`config.mk`:
```
export PLATFORM = sky130hd
export DESIGN_NAME = rtt_ring_talk_seq
export DESIGN_NICKNAME = d
export VERILOG_FILES = /design/src/rtl/rtt_pkg.sv /design/src/rtl/rtt_hold_timer.sv /design/src/rtl/rtt_seq_fsm.sv /design/src/rtl/rtt_out_map.sv /design/src/rtl/rtt_ring_talk_seq.sv
export SDC_FILE = /design/constraint.sdc
export NUM_CORES = 1
export LEC_CHECK = 0
export BUFFER_PORTS_ARGS = -buffer_cell sky130_fd_sc_hd__buf_2
export CAP_MARGIN = 20
export CORE_ASPECT_RATIO = 0.7
export CORE_MARGIN = 1.5
export CORE_UTILIZATION = 53
export DETAILED_ROUTE_END_ITERATION = 16
export PLACE_DENSITY_LB_ADDON = 0.25
export SYNTH_ARGS = -nofsm -noshare
export SYNTH_HDL_FRONTEND = slang
export SYNTH_SLANG_ARGS = --single-unit
```
`constraint.sdc`:
```
create_clock -name clk_i -period 2.3 [get_ports clk_i]
set_clock_uncertainty 0.1 [all_clocks]
set_input_delay 0.46 -clock clk_i [delete_from_list [all_inputs] [get_ports clk_i]]
set_output_delay 0.46 -clock clk_i [all_outputs]
set_load 0.05 [all_outputs]
```
`src/rtl/rtt_pkg.sv`:
```
package rtt_pkg;
  typedef enum logic [1:0] {
    MODE_DIRECT  = 2'd0,
    MODE_STAGED  = 2'd1,
    MODE_OVRD    = 2'd2,
    MODE_DIRECT2 = 2'd3
  } mode_e;

  typedef enum logic [1:0] {
    ST_RING = 2'd0,
    ST_HOLD = 2'd1,
    ST_TALK = 2'd2
  } state_e;

  localparam logic [2:0] PAT_RING = 3'b100;
  localparam logic [2:0] PAT_OPEN = 3'b101;
  localparam logic [2:0] PAT_TALK = 3'b000;

  function automatic int unsigned hold_cycles(int unsigned clk_hz, int unsigned ring_hz);
    return clk_hz / (2 * ring_hz);
  endfunction
endpackage

```
`src/rtl/rtt_hold_timer.sv`:
```
module rtt_hold_timer #(
  parameter int unsigned HOLD  = 50,
  parameter int unsigned CNT_W = $clog2(HOLD)
) (
  input  logic             clk_i,
  input  logic             rst_ni,
  input  logic             load_i,
  input  logic             en_i,
  output logic [CNT_W-1:0] cnt_o,
  output logic             zero_o
);
  logic [CNT_W-1:0] cnt_q;

  always_ff @(posedge clk_i or negedge rst_ni) begin
    if (!rst_ni)                      cnt_q <= '0;
    else if (load_i)                  cnt_q <= CNT_W'(HOLD - 1);
    else if (en_i && cnt_q != '0)     cnt_q <= cnt_q - 1'b1;
  end

  assign cnt_o  = cnt_q;
  assign zero_o = (cnt_q == '0);

  // a running hold is never reloaded
  a_r7_steady_count: assert property (@(posedge clk_i) disable iff (!rst_ni)
    (en_i && !load_i && cnt_q != '0) |=> cnt_q == $past(cnt_q) - 1'b1);
endmodule

```
`src/rtl/rtt_seq_fsm.sv`:
```
module rtt_seq_fsm
  import rtt_pkg::*;
(
  input  logic   clk_i,
  input  logic   rst_ni,
  input  logic   start_i,
  input  logic [1:0] mode_i,
  input  logic   tmr_zero_i,
  output state_e state_o,
  output mode_e  mode_o,
  output logic   load_o,
  output logic   en_o,
  output logic   done_o
);
  state_e state_q;
  mode_e  mode_q;
  logic   done_q;
  logic   needs_hold;

  assign needs_hold = (mode_i == MODE_STAGED) || (mode_i == MODE_OVRD);
  assign load_o     = start_i && (state_q != ST_HOLD);
  assign en_o       = (state_q == ST_HOLD);

  always_ff @(posedge clk_i or negedge rst_ni) begin
    if (!rst_ni) begin
      state_q <= ST_RING;
      mode_q  <= MODE_DIRECT;
      done_q  <= 1'b0;
    end else begin
      done_q <= 1'b0;
      if (state_q == ST_HOLD) begin
        if (tmr_zero_i) begin
          state_q <= ST_TALK;
          done_q  <= 1'b1;
        end
      end else if (start_i) begin
        mode_q <= mode_e'(mode_i);
        if (needs_hold) begin
          state_q <= ST_HOLD;
        end else begin
          state_q <= ST_TALK;
          done_q  <= 1'b1;
        end
      end
    end
  end

  assign state_o = state_q;
  assign mode_o  = mode_q;
  assign done_o  = done_q;

  // captured mode is frozen during a hold
  a_r6_mode_frozen: assert property (@(posedge clk_i) disable iff (!rst_ni)
    (state_q == ST_HOLD && $past(state_q) == ST_HOLD) |-> $stable(mode_q));
endmodule

```
`src/rtl/rtt_out_map.sv`:
```
module rtt_out_map
  import rtt_pkg::*;
#(
  parameter int unsigned HOLD  = 50,
  parameter int unsigned CNT_W = $clog2(HOLD)
) (
  input  state_e           state_i,
  input  mode_e            mode_i,
  input  logic [CNT_W-1:0] cnt_i,
  output logic [2:0]       ctl_o,
  output logic             shutdown_no
);
  localparam logic [CNT_W-1:0] HALF = CNT_W'(HOLD / 2);

  always_comb begin
    ctl_o       = PAT_RING;
    shutdown_no = 1'b1;
    case (state_i)
      ST_TALK: ctl_o = PAT_TALK;
      ST_HOLD: begin
        if (mode_i == MODE_OVRD) begin
          shutdown_no = 1'b0;
          ctl_o       = (cnt_i >= HALF) ? PAT_RING : PAT_TALK;
        end else begin
          ctl_o = PAT_OPEN;
        end
      end
      default: ctl_o = PAT_RING;
    endcase
  end
endmodule

```
`src/rtl/rtt_ring_talk_seq.sv`:
```
module rtt_ring_talk_seq
  import rtt_pkg::*;
#(
  parameter int unsigned CLK_HZ  = 125_000_000,
  parameter int unsigned RING_HZ = 20
) (
  input  logic       clk_i,
  input  logic       rst_ni,
  input  logic       start_i,
  input  logic [1:0] mode_i,
  output logic [2:0] ctl_o,
  output logic       latch_o,
  output logic       shutdown_no,
  output logic       done_o
);
  localparam int unsigned HOLD  = hold_cycles(CLK_HZ, RING_HZ);
  localparam int unsigned CNT_W = (HOLD > 2) ? $clog2(HOLD) : 1;

  state_e           state;
  mode_e            mode_q;
  logic             load, en, zero;
  logic [CNT_W-1:0] cnt;

  rtt_seq_fsm u_fsm (
    .clk_i, .rst_ni, .start_i, .mode_i,
    .tmr_zero_i(zero), .state_o(state), .mode_o(mode_q),
    .load_o(load), .en_o(en), .done_o
  );

  rtt_hold_timer #(.HOLD(HOLD), .CNT_W(CNT_W)) u_tmr (
    .clk_i, .rst_ni, .load_i(load), .en_i(en), .cnt_o(cnt), .zero_o(zero)
  );

  rtt_out_map #(.HOLD(HOLD), .CNT_W(CNT_W)) u_map (
    .state_i(state), .mode_i(mode_q), .cnt_i(cnt), .ctl_o, .shutdown_no
  );

  assign latch_o = 1'b0;

  // hold must be long enough for a split override window
  initial a_r2_hold_min: assert (HOLD >= 2);

  a_r8_done_in_talk: assert property (@(posedge clk_i) disable iff (!rst_ni)
    done_o |-> ctl_o == PAT_TALK);
  a_r8_done_single: assert property (@(posedge clk_i) disable iff (!rst_ni)
    done_o |=> (!done_o || $past(start_i)));
  a_r10_no_open_overridden: assert property (@(posedge clk_i) disable iff (!rst_ni)
    !shutdown_no |-> ctl_o != PAT_OPEN);
  a_r5_release_with_done: assert property (@(posedge clk_i) disable iff (!rst_ni)
    $rose(shutdown_no) |-> done_o);
endmodule

```
==> impl_metrics.ini, run 1 <==
[outcome]
status = finished, violations left
violations = setup timing

[global_routing]
grt_pass1_wl_um = 6640
grt_start_max_net_pins = 28
antenna_found_initial = 0
grt_usage_pct = 29.0
grt.overflow.total = 0
grt_pass1_vias = 1332

[synthesis]
synthSimpleGateAreaFrac_pct = 28.9
synth_edf_count = 0
synthTopCellsByArea = dfrtp_1 44%, or4_1 3.9%, nand2_1 3.7%
synthXorXnorAreaFrac_pct = 1.15
ys_warn_count = 0
synth_fa_ha_area_share_pct = 0.820
ys_top_cells_by_count = 27 x dfrtp_1, 15 x nand2_1, 15 x nor2_1, 9 x nor3_1
synth_top_area_cell = dfrtp_1
ys_seq_area_share_pct = 44.3
synth.most_common_cell = dfrtp_1
synth_top_cell_area_share_pct = 44.3
synth_compound_area_share_pct = 18.2
async_flop_share_pct = 100
synth_top_family_by_area = simple AND/OR/NAND/NOR gates
ys_ff_latch = 27
syn_avg_cell_area_um2 = 9.08
syn_inst = 168
synth_cell_types = 43
synth_mux_area_share_pct = 2.63
synth-main-ff-cell = dfrtp_1
synth_area_mm2 = 0.00153

[detailed_routing]
dr.pass1.iters = 4
viasPerCell = 6.29
ant_nets = 0
wl_um = 4360
drc = 0
vias = 1516
drt-initial-drc-count = 134
wl_per_cell_um = 18.1

[floorplanning]
coreArea_mm2 = 0.00276
start_util_pct = 55.2
die-area_mm2 = 0.00321
die_x_um = 67.1
rows = 16
die_h_um = 47.9
io_pins = 11

[power_and_ir_drop]
finalPower_uw = 1790
p_sw_share_pct = 41.8
combPwrFrac_pct = 47.9
pwr-share-seq_pct = 36.6
p_leak_uw = 0.000758
clockPowerShare_pct = 15.4
ir_drop_mv = 0.499
internal_power_uw = 1040
p_sw_uw = 748
p_per_area_mw_per_mm2 = 910

[clock_tree]
root_buffer = clkbuf_8
cts_buffers = 3
clkLatencyLatePin_ns = 0.27
tritoncts = built
cts_hold_buf = 0
clk_path_buf_depth = 2
htree_levels = 1
clk_pin_slew_ns = 0.09
cts.sinks = 27

[worst_setup_path]
critPathKind = reg2out
r2r_cells = 5
cp.arrival_ns = 1.75
r2r_setup_slack_ns = 0.03
r2r_start = u_tmr.cnt_o[1]
timing.rr.end = u_tmr.cnt_o[15]
end_kind = output port
critPathMaxFanout = 4
cp_data_required_time_ns = 1.74
startpoint_type = flip-flop

[sta]
max_freq_mhz = 433
slew_viol_final = 0
whs_ns = 0.0851
rsz0062_at_grt = true
max_slew_margin_pct = 58.8
setup_viol = 1
tightest_slew_ns = 0.618
hold_viol = 0
min_period_ns = 2.31
worst_slack_ns = -0.00866
finalCritPeriodShare_pct = 100

[placed_design]
portBuffers = 8
gp_congestion = 0.984
dpl_worst_slack_ns = -0.00222
placed_area_mm2 = 0.00178
dp_hpwl_um = 3150

[flow_run]
max_cap_violations = 0

[cells_and_area]
fin_nets = 212
antennaDiodeCount = 0
final_cell_area_mm2 = 0.00197
drive_above_1_share_pct = 32.2
seq_area_um2 = 676
final.fill_count = 212
multi_input_area_um2 = 887
areaGrowthSynthToFinish_pct = 29.0

[min_path]
min_path_type = in2async
-- state kept, by name, indices dropped and copies added (netlist names) --
register	cells
u_tmr.cnt_o	22
u_fsm.mode_o	2
u_fsm.state_o	2
u_fsm.done_o	1
-- routing by layer --
| layer | global-route usage [%] | share of wire (%) | wire length (um) | vias to the layer above |
|---|---|---|---|---|
| li1 | - | - | - | 717 |
| met1 | 41.8 | 45 | 1970 | 717 |
| met2 | 41.6 | 45 | 1940 | 71 |
| met3 | 8.00 | 8.7 | 378 | 11 |
| met4 | 11.4 | 1.4 | 62 | 0 |
| met5 | 0 | 0 | 0 | - |
-- cells by family (layout without fill, tap and decap cells) --
| kind of cell | after synthesis | after routing |
|---|---|---|
| adder cells (fa/ha/maj) | 1 | 1 |
| XOR/XNOR | 2 | 2 |
| multiplexers | 4 | 4 |
| flip-flops | 27 | 27 |
| buffers and inverters | 13 | 49 |
| other | 1 | 2 |
| AND/OR/NAND/NOR | 81 | 81 |
| AO/OA/AOI/OAI | 39 | 39 |
-- timing repair --
item,4_1_cts,5_1_grt
setup buffers,3,3
setup endpoints to repair,7,16
pin swaps,5,6
resized for setup,9,12
-- placed cells by master, fill, tap and decap left out, drive strengths merged, types with 2 or more instances in the layout --
| master | instances |
|---|---|
| a211oi | 2 |
| a21oi | 3 |
| a31oi | 4 |
| and2 | 2 |
| buf | 41 |
| clkbuf | 3 |
| conb | 2 |
| dfrtp | 27 |
| inv | 4 |
| mux2i | 4 |
| nand2 | 15 |
| nand3 | 8 |
| nand4 | 3 |
| nor2 | 15 |
| nor2b | 3 |
| nor3 | 9 |
| nor4 | 4 |
| o2111ai | 3 |
| o211ai | 4 |
| o21ai | 8 |
| o311ai | 3 |
| o31ai | 6 |
| o41ai | 2 |
| or3 | 6 |
| or4 | 10 |
| xor2 | 2 |
-- worst max-delay path by stage --
stage	from	cells after the start	slack, ns	to
after floorplan	u_fsm.state_o[0]	5	0.02	ctl_o[2]
after global placement	u_tmr.cnt_o[0]	8	0.03	u_tmr.cnt_o[13]
after detailed placement	u_tmr.cnt_o[0]	7	-0.002	u_tmr.cnt_o[18]
after CTS	u_tmr.cnt_o[0]	8	-0.03	u_tmr.cnt_o[7]
after global routing	u_tmr.cnt_o[11]	7	-0.1	ctl_o[2]
final	u_tmr.cnt_o[5]	6	-0.009	ctl_o[2]
-- layout make-up --
cell class              count  area share [%]
flip-flops and latches     27            34.4
well taps                  36            2.29
clock inverters             1           0.254
clock buffers               3            2.10
multi-input cells         129            45.1
repair buffers             41            15.1
inverters                   4           0.763
-- worst max-delay path, stage by stage (launching register included) --
cell       delay [ns]
dfrtp_1          0.40
or3_4            0.42
o2111ai_2        0.17
a21oi_1          0.09
o21ai_1          0.16
a21oi_2          0.08
buf_6            0.15
-- power groups by stage --
stage	registers [uW]	clock network, uW	logic (uW)
CTS	652	276	751
finish	656	277	858
floorplan	668	0	437
global route	668	305	930
detailed placement	664	0	692
global placement	660	0	680
-- per-stage QoR --
stage          utilization [%]  cells  TNS [ns]
3_5_place_dp              64.4    231  -0.00222
6_report                  71.2    241  -0.00866
5_1_grt                   71.2    241    -0.137
2_1_floorplan                -    169         0
3_3_place_gp              64.4    231         0
4_1_cts                   68.1    238   -0.0392
Note: power is estimated with default switching activity, not from simulation.
==> run 2, diff against run 1 <==
Settings changed: ABC_AREA from default to 1, CORE_UTILIZATION 53 to 54.
==> impl_metrics.ini, run 2 <==
[clock_tree]
cts_hold_buf = 0
tritoncts = built
root_buffer = clkbuf_8
cts_buffers = 3
htree_levels = 1
cts.sinks = 27
clkLatencyLatePin_ns = 0.28
clk_pin_slew_ns = 0.09
clk_path_buf_depth = 2
ctsResizeCount = 0
postCtsSetupBuffers = 0

[worst_setup_path]
end_kind = output port
cpMostUsedCell = nand3_1
crit_chain = inv_1 > nand2_1 > nor2_1 > nand3_1 > nand3_1 > nand3b_1 > a21oi_2 > buf_4
crit_start = u_tmr.cnt_o[13]
path_depth = 8
worstPathBufferInverterCount = 2
r2r_cells = 10
path_delay_family = simple AND/OR/NAND/NOR gates
critPathMaxFanout = 5
r2r_start = u_tmr.cnt_o[0]
critPathMaxStageDelay_ns = 0.43
startpoint_type = flip-flop
cp_data_required_time_ns = 1.74
critPathKind = reg2out
cp.arrival_ns = 1.60
crit_slowest_cell = dfrtp_1

[floorplanning]
coreArea_mm2 = 0.00321
die_x_um = 73.2
die-area_mm2 = 0.00381
rows = 17
die_h_um = 52.1
start_util_pct = 57.9
io_pins = 11

[power_and_ir_drop]
pwr-share-seq_pct = 32.8
internal_power_uw = 1180
ir_drop_mv = 0.713
p_sw_share_pct = 53.1
p_leak_uw = 0.00103
p_per_area_mw_per_mm2 = 1260
p_sw_uw = 1340
clockPowerShare_pct = 10.9
combPwrFrac_pct = 56.2

[detailed_routing]
drt-initial-drc-count = 142
ant_nets = 0
vias = 1727
drc = 0
wl_um = 4320
viasPerCell = 5.14
wl_per_cell_um = 12.8
dr.pass1.iters = 5

[sta]
tns_ns = 0
setup_viol = 0
max_slew_margin_pct = 58.7
tightest_slew_ns = 0.619
max_freq_mhz = 462
hold_viol = 0
rsz0062_at_grt = false
min_period_ns = 2.16
whs_ns = 0.0888
slew_viol_final = 0
finalCritPeriodShare_pct = 94.1
worst_slack_ns = 0.137

[synthesis]
ys_ff_latch = 27
synth_edf_count = 0
synth_top_area_cell = dfrtp_1
async_flop_share_pct = 100
synth-main-ff-cell = dfrtp_1
synth_top_cell_area_share_pct = 36.3
ys_top_cells_by_count = 85 x nand2_1, 40 x nor2_1, 32 x inv_1, 27 x dfrtp_1, 25 x nand3_1
synthTopCellsByArea = dfrtp_1 36%, nand2_1 17%, nor2_1 8.1%
syn_inst = 278
synth_cell_types = 27
synth.most_common_cell = nand2_1
synth_area_mm2 = 0.00186
ys_seq_area_share_pct = 36.3
syn_avg_cell_area_um2 = 6.69
ys_warn_count = 0

[cells_and_area]
final_cell_mix = 85 x nand2_1, 40 x nor2_1, 32 x inv_1, 27 x dfrtp_1, 25 x nand3_1
layout_commonest_cell = nand2_1
final.fill_count = 310
drive_above_1_share_pct = 15.6
largest_register_ffs = 22
areaGrowthSynthToFinish_pct = 7.73
fin_nets = 296
final_cell_area_mm2 = 0.00200
antennaDiodeCount = 0
seq_area_um2 = 676
multi_input_area_mm2 = 0.00102
fin_util_pct = 62.4

[global_routing]
grt_start_max_net_pins = 28
grt.overflow.total = 0
grt_pass1_wl_um = 7380
antenna_found_initial = 0
grt_usage_pct = 26.1
grt_pass1_vias = 1593

[placed_design]
dpl_worst_slack_ns = 0.405
dp_hpwl_um = 3280
placed_area_mm2 = 0.00195
gp_congestion = 0.944
portBuffers = 8

[outcome]
status = finished, final reports clean

[min_path]
min_path_type = in2async

[flow_run]
max_cap_violations = 0
run 2: cell type report:
| class | instances | area share [%] |
|---|---|---|
| Inverter | 35 | 6.74 |
| Multi-Input combinational cell | 212 | 51.1 |
| Timing Repair Buffer | 11 | 3.25 |
| Tap cell | 47 | 2.93 |
| Sequential cell | 27 | 33.7 |
| Clock buffer | 3 | 2.06 |
| Clock inverter | 1 | 0.250 |
run 2: per-layer routing:
| layer | part of all wire, % | wire length (um) | vias up | track usage (%) |
|---|---|---|---|---|
| met4 | 0.95 | 41 | 0 | 5.35 |
| met1 | 53 | 2290 | 771 | 37.5 |
| li1 | - | - | 896 | - |
| met2 | 40 | 1750 | 56 | 40.9 |
| met5 | 0 | 0 | - | 0 |
| met3 | 5.6 | 240 | 4 | 5.23 |
run 2: path summary, 6_finish.rpt:
path	end	slack (ns)
min reg2reg	u_fsm.mode_o[0]	0.40
min	u_fsm.state_o[0]	0.09
max	ctl_o[2]	0.14
max in group asynchronous	u_tmr.cnt_o[13]	1.61
min in group clk_i	u_fsm.state_o[0]	0.33
max reg2reg	u_tmr.cnt_o[21]	0.39
run 2: logic make-up (layout without fill, tap and decap cells):
group / after synthesis / in the layout / synth area share [%]
compound gates: 21 / 21 / 7.20
xor+xnor: 1 / 1 / 0.471
fa+ha+maj: 1 / 1 / 0.672
buf+inv: 40 / 50 / 9.08
flops: 27 / 27 / 36.3
other cells: 1 / 2 / 0.202
simple gates: 187 / 187 / 46.1
run 2: per-stage QoR:
stage	std cells	power, uW
after global placement	332	2200
final	336	2520
after global routing	336	2730
after floorplan	279	1910
after detailed placement	332	2220
after CTS	336	2500
run 2: power groups by stage:
stage,registers (uW),logic (uW),clock network (uW)
final,827,1420,275
after detailed placement,828,1390,0
after CTS,822,1400,281
after global routing,852,1580,300
after global placement,829,1370,0
after floorplan,803,1110,0
==> run 3, diff against run 2 <==
Settings changed: PLACE_DENSITY from default to 0.86, PLACE_DENSITY_LB_ADDON 0.25 to default.
==> impl_metrics.ini, run 3 (same netlist as run 2, synthesis figures left out) <==
[power_and_ir_drop]
combPwrFrac_pct = 56.1
p_per_area_mw_per_mm2 = 1260
p_sw_share_pct = 53.3
ir_drop_mv = 0.864
finalPower_uw = 2540
p_sw_uw = 1350
clockPowerShare_pct = 11.1
p_leak_uw = 0.00102
internal_power_uw = 1180
pwr-share-seq_pct = 32.9

[flow_run]
max_cap_violations = 0

[floorplanning]
rows = 17
start_util_pct = 57.9
io_pins = 11
die_x_um = 73.2
die_h_um = 52.1
die-area_mm2 = 0.00381
coreArea_mm2 = 0.00321

[clock_tree]
tritoncts = built
cts_hold_buf = 0
cts_buffers = 3
clkLatencyLatePin_ns = 0.28
clk_path_buf_depth = 2
clk_pin_slew_ns = 0.10
cts.sinks = 27
htree_levels = 1
root_buffer = clkbuf_8

[sta]
tns_ns = 0
slew_viol_final = 0
hold_viol = 0
min_period_ns = 2.17
finalCritPeriodShare_pct = 94.5
setup_viol = 0
rsz0062_at_grt = false
max_slew_margin_pct = 59.7
max_freq_mhz = 460
tightest_slew_ns = 0.605

[worst_setup_path]
crit_slowest_cell = dfrtp_1
critPathMaxStageDelay_ns = 0.39
r2r_start = u_tmr.cnt_o[0]
path_delay_family = flip-flops
timing.rr.end = u_tmr.cnt_o[21]
cp_data_required_time_ns = 1.74
r2r_setup_slack_ns = 0.41
crit_chain = inv_1 > nand2_1 > inv_4 > nand2_1 > a211oi_1 > a21oi_2 > buf_6
startpoint_type = flip-flop
r2r_cells = 10
critPathKind = reg2out
end_kind = output port
critPathMaxFanout = 9
cp.arrival_ns = 1.61
cpMostUsedCell = nand2_1
worstPathBufferInverterCount = 3

[global_routing]
grt.overflow.total = 0
antenna_found_initial = 0
grt_start_max_net_pins = 28
grt_usage_pct = 25.3
grt_pass1_vias = 1560
grt_pass1_wl_um = 7280

[detailed_routing]
vias = 1810
ant_nets = 0
wl_per_cell_um = 13.0
dr.pass1.iters = 5
drt-initial-drc-count = 194
wl_um = 4360
drc = 0
viasPerCell = 5.40

[outcome]
status = finished, final reports clean

[placed_design]
dp_hpwl_um = 3300
gp_congestion = 0.896
portBuffers = 8

[cells_and_area]
drive_above_1_share_pct = 16.0
areaGrowthSynthToFinish_pct = 7.87
final.fill_count = 300
final_cell_mix = 85 x nand2_1, 39 x nor2_1, 32 x inv_1, 26 x dfrtp_1, 25 x nand3_1
fin_nets = 295
antennaDiodeCount = 0
largest_register_ffs = 22
layout_commonest_cell = nand2_1

[min_path]
min_path_type = in2async
-- run 3: cell count changes in the layout (fill, tap and decap cells not counted), sizes merged --
cell,before,now
clkinv,2,1
buf,11,10
clkinvlp,0,1
-- run 3: repair_timing --
item,4_1_cts,5_1_grt
setup endpoints to repair,0,1
resized for setup,0,6
setup buffers,0,0
-- run 3: area by class of cell --
class	count	area, um2	area share [%]
Sequential cell	27	677	33.7
Timing Repair Buffer	10	61.3	3.05
Inverter	35	135	6.73
Multi-Input combinational cell	212	1030	51.1
Clock buffer	3	41.3	2.06
Tap cell	47	58.8	2.93
Clock inverter	1	7.51	0.374
-- run 3: power by group through the flow --
stage	sequential (uW)	clock [uW]	combinational (uW)
floorplan	803	0	1110
global placement	824	0	1360
detailed placement	836	0	1390
CTS	829	287	1400
global route	856	310	1570
finish	834	280	1420
-- run 3: worst max path at each step --
stage,startpoint,endpoint,slack (ns),depth (start not counted)
after detailed placement,u_tmr.cnt_o[13],ctl_o[2],0.38,8
after floorplan,u_fsm.state_o[0],ctl_o[2],0.18,5
after global routing,u_tmr.cnt_o[13],ctl_o[2],0.02,8
after global placement,u_fsm.state_o[1],ctl_o[2],0.42,7
final,u_fsm.state_o[1],ctl_o[2],0.13,7
after CTS,u_fsm.state_o[1],ctl_o[2],0.06,7
-- run 3: stage by stage --
step                utilization, %  setup WS, ns  hold slack (ns)  area [um2]  std cells
floorplan                        -         0.178           0.0644        1870        279
global placement              60.6         0.417            0.378        1950        331
detailed placement            60.6         0.378            0.376        1950        331
CTS                           62.1        0.0628            0.105        1990        335
global route                  62.5        0.0237            0.126        2010        335
finish                        62.5         0.125           0.0743        2010        335
-- run 3: per-layer routing --
layer  track usage, %  part of all wire, %  vias to the layer above
met5                0                    0                        -
met3             4.26                  9.6                        5
met1             38.8                   48                      820
met2             37.6                   42                       85
li1                 -                    -                      900
met4             4.09                 0.57                        0
